==> config.mk <==
export PLATFORM = sky130hd
export DESIGN_NAME = sync_wave_bank
export DESIGN_NICKNAME = d
export VERILOG_FILES = /design/src/rtl/sync_wave_pkg.sv /design/src/rtl/sync_wave_regs.sv /design/src/rtl/sync_wave_gen.sv /design/src/rtl/sync_wave_bank.sv
export SDC_FILE = /design/constraint.sdc
export NUM_CORES = 2
export LEC_CHECK = 0
export BUFFER_PORTS_ARGS = -buffer_cell sky130_fd_sc_hd__clkbuf_2
export CAP_MARGIN = 20
export CORE_MARGIN = 10
export CORE_UTILIZATION = 58
export DETAILED_ROUTE_END_ITERATION = 7
export PLACE_DENSITY = 0.89
export SLEW_MARGIN = 20
export SYNTH_ARGS = -nofsm -noshare
export SYNTH_HDL_FRONTEND = slang
export SYNTH_SLANG_ARGS = --single-unit
export TNS_END_PERCENT = 10
==> constraint.sdc <==
create_clock -name clk -period 3.3 [get_ports clk]
set_clock_uncertainty 0.2 [all_clocks]
set_input_delay 0.33 -clock clk [delete_from_list [all_inputs] [get_ports clk]]
set_output_delay 0.33 -clock clk [all_outputs]
set_load 0.05 [all_outputs]
==> src/rtl/sync_wave_pkg.sv <==
package sync_wave_pkg;
   localparam int CNT_W = 12;
   localparam int EDG_W = 10;
   localparam int SRC_W = 4;

   // word 0 field positions
   localparam int W0_PER = 0;
   localparam int W0_OFS = W0_PER + CNT_W;
   localparam int W0_RSRC = W0_OFS + CNT_W;
   localparam int W0_OSRC = W0_RSRC + SRC_W;
   // word 1
   localparam int W1_RPT = 0;
   localparam int W1_CLR = CNT_W;
   // word 2
   localparam int W2_UP = 0;
   localparam int W2_DN = 16;

   typedef struct packed {
      logic [CNT_W-1:0] period;
      logic [CNT_W-1:0] offset;
      logic [SRC_W-1:0] run_src;
      logic [SRC_W-1:0] off_src;
      logic [CNT_W-1:0] rpt;
      logic [SRC_W-1:0] clr_src;
      logic [EDG_W-1:0] up_pos;
      logic [EDG_W-1:0] dn_pos;
   } gen_cfg_t;

   typedef enum logic [1:0] {ST_WAIT, ST_RUN, ST_STOP} gen_state_t;
endpackage

==> src/rtl/sync_wave_regs.sv <==
module sync_wave_regs
   import sync_wave_pkg::*;
#(
   parameter int NUM_GEN = 9,
   localparam int GI_W = $clog2(NUM_GEN + 1),
   localparam int AW = GI_W + 2
) (
   input  logic           clk,
   input  logic           rst_n,
   input  logic           bank_en,
   input  logic           wr_en,
   input  logic [AW-1:0]  wr_addr,
   input  logic [31:0]    wr_data,
   output gen_cfg_t       cfg_q [NUM_GEN],
   output logic [NUM_GEN-1:0] inv_q
);
   logic [GI_W-1:0] gidx;
   logic [1:0]      wsel;
   logic            wr_ok;

   assign gidx  = wr_addr[AW-1:2];
   assign wsel  = wr_addr[1:0];
   assign wr_ok = wr_en && !bank_en;

   always_ff @(posedge clk) begin
      if (!rst_n) begin
         inv_q <= '0;
      end else if (wr_ok && gidx == '0 && wsel == 2'd0) begin
         inv_q <= wr_data[NUM_GEN-1:0];
      end
   end

   for (genvar k = 0; k < NUM_GEN; k++) begin : g_cfg
      always_ff @(posedge clk) begin
         if (!rst_n) begin
            cfg_q[k] <= '0;
         end else if (wr_ok && int'(gidx) == k + 1) begin
            case (wsel)
               2'd0: begin
                  cfg_q[k].period  <= wr_data[W0_PER +: CNT_W];
                  cfg_q[k].offset  <= wr_data[W0_OFS +: CNT_W];
                  cfg_q[k].run_src <= wr_data[W0_RSRC +: SRC_W];
                  cfg_q[k].off_src <= wr_data[W0_OSRC +: SRC_W];
               end
               2'd1: begin
                  cfg_q[k].rpt     <= wr_data[W1_RPT +: CNT_W];
                  cfg_q[k].clr_src <= wr_data[W1_CLR +: SRC_W];
               end
               2'd2: begin
                  cfg_q[k].up_pos  <= wr_data[W2_UP +: EDG_W];
                  cfg_q[k].dn_pos  <= wr_data[W2_DN +: EDG_W];
               end
               default: ;
            endcase
         end
      end

      AST_CFG_FROZEN: assert property (@(posedge clk) disable iff (!rst_n)
         bank_en |=> $stable(cfg_q[k]));
   end

   AST_INV_FROZEN: assert property (@(posedge clk) disable iff (!rst_n)
      bank_en |=> $stable(inv_q));
endmodule

==> src/rtl/sync_wave_gen.sv <==
module sync_wave_gen
   import sync_wave_pkg::*;
#(
   parameter int NUM_GEN = 9,
   localparam int POS_W = CNT_W + 1
) (
   input  logic               clk,
   input  logic               rst_n,
   input  logic               run,
   input  gen_cfg_t           cfg,
   input  logic [NUM_GEN-1:0] evt_all,
   output logic               evt_o,
   output logic               pin_o
);
   gen_state_t       st_q;
   logic [CNT_W-1:0] run_cnt_q;
   logic [CNT_W-1:0] off_cnt_q;
   logic [CNT_W-1:0] rep_cnt_q;
   logic             run_e, off_e, clr_e;
   logic [POS_W-1:0] pos;

   function automatic logic pick(input logic [SRC_W-1:0] code,
                                 input logic [NUM_GEN-1:0] ev);
      int c;
      c = int'(code);
      if (c == 1) return 1'b1;
      if (c >= 2 && c <= NUM_GEN + 1) return ev[c-2];
      return 1'b0;
   endfunction

   assign run_e = pick(cfg.run_src, evt_all);
   assign off_e = pick(cfg.off_src, evt_all);
   assign clr_e = pick(cfg.clr_src, evt_all);

   always_ff @(posedge clk) begin
      if (!rst_n || !run) begin
         st_q      <= ST_WAIT;
         run_cnt_q <= '0;
         off_cnt_q <= '0;
         rep_cnt_q <= '0;
         evt_o     <= 1'b0;
      end else begin
         evt_o <= 1'b0;
         if (clr_e) begin
            st_q      <= ST_WAIT;
            run_cnt_q <= '0;
            off_cnt_q <= '0;
            rep_cnt_q <= '0;
         end else begin
            case (st_q)
               ST_WAIT: if (off_e) begin
                  if (off_cnt_q == cfg.offset) begin
                     st_q      <= ST_RUN;
                     run_cnt_q <= '0;
                     rep_cnt_q <= CNT_W'(1);
                     evt_o     <= 1'b1;
                  end else begin
                     off_cnt_q <= off_cnt_q + 1'b1;
                  end
               end
               ST_RUN: if (run_e) begin
                  if (run_cnt_q == cfg.period) begin
                     run_cnt_q <= '0;
                     if (cfg.rpt != '0 && rep_cnt_q == cfg.rpt) begin
                        st_q <= ST_STOP;
                     end else begin
                        evt_o     <= 1'b1;
                        rep_cnt_q <= rep_cnt_q + 1'b1;
                     end
                  end else begin
                     run_cnt_q <= run_cnt_q + 1'b1;
                  end
               end
               default: ;
            endcase
         end
      end
   end

   // position in half-pixel units
   assign pos   = {run_cnt_q, 1'b0};
   assign pin_o = (st_q == ST_RUN) && (pos >= POS_W'(cfg.up_pos))
                  && (pos < POS_W'(cfg.dn_pos));

   AST_RUN_IN_RANGE: assert property (@(posedge clk) disable iff (!rst_n)
      st_q == ST_RUN |-> run_cnt_q <= cfg.period);
   AST_STOP_FINITE: assert property (@(posedge clk) disable iff (!rst_n)
      st_q == ST_STOP |-> cfg.rpt != '0);
   AST_REP_BOUND: assert property (@(posedge clk) disable iff (!rst_n)
      (st_q == ST_RUN && cfg.rpt != '0) |-> rep_cnt_q <= cfg.rpt);
   AST_CLR_WAIT: assert property (@(posedge clk) disable iff (!rst_n)
      (run && clr_e) |=> st_q == ST_WAIT);
   AST_EVT_RUNNING: assert property (@(posedge clk) disable iff (!rst_n)
      evt_o |-> st_q == ST_RUN);
   AST_IDLE_QUIET: assert property (@(posedge clk) disable iff (!rst_n)
      !run |=> (!evt_o && !pin_o));
endmodule

==> src/rtl/sync_wave_bank.sv <==
module sync_wave_bank
   import sync_wave_pkg::*;
#(
   parameter int NUM_GEN = 9,
   localparam int AW = $clog2(NUM_GEN + 1) + 2
) (
   input  logic               clk,
   input  logic               rst_n,
   input  logic               bank_en,
   input  logic               wr_en,
   input  logic [AW-1:0]      wr_addr,
   input  logic [31:0]        wr_data,
   output logic [NUM_GEN-1:0] gen_pin,
   output logic [NUM_GEN-1:0] gen_evt
);
   if (NUM_GEN < 2 || NUM_GEN > (1 << SRC_W) - 2) begin : g_bad_count
      $error("NUM_GEN out of range for the source code width");
   end
   if (W0_OSRC + SRC_W > 32 || W2_DN + EDG_W > 32 || EDG_W > CNT_W + 1) begin : g_bad_fields
      $error("configuration fields do not fit a 32-bit word");
   end

   gen_cfg_t           cfg [NUM_GEN];
   logic [NUM_GEN-1:0] inv;
   logic [NUM_GEN-1:0] raw;

   sync_wave_regs #(.NUM_GEN(NUM_GEN)) u_regs (
      .clk     (clk),
      .rst_n   (rst_n),
      .bank_en (bank_en),
      .wr_en   (wr_en),
      .wr_addr (wr_addr),
      .wr_data (wr_data),
      .cfg_q   (cfg),
      .inv_q   (inv)
   );

   for (genvar k = 0; k < NUM_GEN; k++) begin : g_gen
      sync_wave_gen #(.NUM_GEN(NUM_GEN)) u_gen (
         .clk     (clk),
         .rst_n   (rst_n),
         .run     (bank_en),
         .cfg     (cfg[k]),
         .evt_all (gen_evt),
         .evt_o   (gen_evt[k]),
         .pin_o   (raw[k])
      );
   end

   assign gen_pin = raw ^ inv;

   AST_IDLE_PINS: assert property (@(posedge clk) disable iff (!rst_n)
      !bank_en |=> (gen_pin == inv && gen_evt == '0));
endmodule

==> impl_metrics.ini <==
[global_routing]
grt_max_degree = 258
grt_remaining_overflow = 0
antenna_found_initial = 8
grt_use_total_pct = 29.10
grt_pass1_wl_um = 245600
grt_pass1_vias = 46610

[die]
fp.dieH_um = 320.4
core_area_mm2 = 0.08974
rows = 110
die_area_mm2 = 0.1027
io_pins = 60
start_util_pct = 58.33
die_width_um = 320.4

[timing]
slew_headroom_pct = 16.56
finalSetupViolCount = 6
drv_slew = 0
fin_crit_ns = 3.485
rsz0062_at_grt = true
setup_slack_ns = -0.1849
max_freq_mhz = 287.0
period_share_pct = 105.6
tightest_slew_ns = 1.252
hold_viol = 0
holdWs_ns = 0.01944

[critical_path]
crit_path_cell_trace = inv_2 > ha_4 > nor2b_4 > o21a_1 > o21a_1 > o2111ai_2 > a21oi_2 > a2111oi_4 > nor3_2 > xor2_1 > clkbuf_8
r2r_slack_ns = 0.09
worst_path_largest_cell_delay_ns = 0.33
cp.arrival_ns = 2.95
cp_common_cell = o21a_1
cp-end-kind = output port
crit_family = compound AO/OA/AOI/OAI gates
path_max_fanout = 2
crit_slowest_cell = dfxtp_2
cp-start-kind = register
crit_buf_inv = 2
cp.required_ns = 2.77
criticalPathCategory = register to output port

[clock_network]
htree_levels = 3
clkTransAtPathRegs_ns = 0.07
cts_sinks = 972
numCtsBuffers = 101
cts_tree = yes
clockBufferDepth = 3
clk_latency_ns = 0.69
cts_root_buf = clkbuf_16

[synth]
synth_cell_types = 94
synth_warnings = 0
synth-seq-area-share_pct = 37.18
syn_nets = 6787
synth_area_leaders = dfxtp_1, nand2_1, a21boi_0, ha_1, xor2_1
yosys-top-cells-count = nand2_1, dfxtp_1, a21boi_0
synth.most_common_cell = nand2_1
synth_top_area_share_pct = 37.18
synth_seq_cells = 972
synthArstFlopShare_pct = 0
synth_edf_count = 0
ys.flop_type = dfxtp_1
netlist_instances = 6475
yosysTopAreaCell = dfxtp_1
synth_area_per_cell_um2 = 8.083
synth_area_mm2 = 0.05234

[status]
violations = DRC, setup timing
status = complete, but fails checks

[routing]
ant_nets = 0
totalWireLength_um = 155600
dr.pass1.iters = 8
wl_per_cell_um = 20.35
drt_iter0_markers = 5502
via_per_inst = 6.250
vias = 47780
drc = 22

[placed_design]
postPlaceCellArea_mm2 = 0.05381
port_buffers = 59
hpwl_um = 96450
place_congestion = 0.9390
dp_cells = 7445

[hold_path]
min_path_type = primary input to register

[power_and_ir_drop]
p_leak_nw = 20.34
powerDensity_mw_per_mm2 = 428.8
ir_drop_mv = 0.4546

[final_layout]
post-route-util_pct = 64.34
fin_cells = 7644
finalNetCount = 6693
final_area_mm2 = 0.05774
area_growth_syn_to_layout_pct = 10.32
drive_gt1_share_pct = 8.034

[run]
max_cap_violations = 0
-- worst min-delay path: cells and delay by family --
| family | cells | cell delay [ns] |
|---|---|---|
| AO/OA/AOI/OAI | 1 | 0.07 |
| buffers and inverters | 1 | 0.31 |
| AND/OR/NAND/NOR | 1 | 0.13 |
-- metal layers --
layer,GRT usage [%],wire length [um]
met1,36.01,58960
met2,46.20,68880
met3,6.612,18110
met4,16.82,9584
met5,0,40
-- power breakdown --
| part | internal (mW) | switching [mW] | total (mW) | leakage, nW |
|---|---|---|---|---|
| combinational | 0.234 | 0.663 | 0.896 | 10.8 |
| clock | 7.13 | 4.97 | 12.1 | 1.71 |
| sequential | 11.7 | 0.0147 | 11.8 | 7.84 |
| total | 19.1 | 5.65 | 24.8 | 20.3 |
-- worst paths after layout --
kind                                                endpoint              start  cells after the start
worst max-delay path                              gen_pin[1]  u_regs.cfg_q[487]                     11
worst min-delay path                        u_regs.cfg_q[18]         wr_data[8]                      3
worst max register to register  g_gen[4].u_gen.rep_cnt_q[11]  u_regs.cfg_q[310]                     11
worst min register to register              u_regs.cfg_q[15]   u_regs.cfg_q[15]                      2
-- placed cells by master, fill, tap and decap left out, drive strengths merged, types with 43 or more instances in the layout --
master,instances
nand3b,59
buf,143
and3,127
a21oi,235
o21ai,223
nand4,93
xor2,216
mux2i,53
nand2b,51
nand3,121
nor3,81
mux4,47
a31oi,43
nor4,101
ha,270
nor2b,55
clkbuf,197
xnor2,203
nor2,299
nand2,1485
a21boi,614
dfxtp,972
inv,318
-- sequential cells by signal (all words and copies together), names as in the netlist --
name / count
g_gen.u_gen.off_cnt_q: 108
g_gen.u_gen.run_cnt_q: 108
g_gen.u_gen.rep_cnt_q: 108
g_gen.u_gen.evt_o: 9
u_regs.inv_q: 9
g_gen.u_gen.st_q: 18
u_regs.cfg_q: 612
-- through the flow --
step / setup WS (ns) / TNS, ns / power (mW)
after floorplan: 0.1568 / 0 / 12.47
after global placement: 0.01102 / 0 / 12.85
after detailed placement: -0.08595 / -0.4453 / 12.86
after CTS: -0.1246 / -0.4376 / 24.71
after global routing: -0.2733 / -1.646 / 25.23
final: -0.1849 / -0.3347 / 24.76
-- timing repair --
item,CTS,global route
endpoints found under the hold margin,72,0
hold buffers,7,0
gates resized for setup,52,41
pin swaps,21,12
setup buffers,1,1
setup endpoints to repair,21,93
-- area by class of cell --
class                           instances  area, um2
Antenna cell                            8      20.02
Timing Repair Buffer                  204       1703
Clock inverter                         39      549.3
Tap cell                             1176       1471
Inverter                              315       1182
Clock buffer                          143       2937
Multi-Input combinational cell       4787      30390
Sequential cell                       972      19490
Fill cell                            6818      32000
-- cell families after synthesis --
| family | synth area share (%) |
|---|---|
| xor+xnor | 7.012 |
| mux | 3.280 |
| fa+ha+maj | 6.476 |
| buf+inv | 5.343 |
| flops | 37.18 |
| simple gates | 22.84 |
| compound gates | 17.87 |
Note: power is estimated with default switching activity, not from simulation.
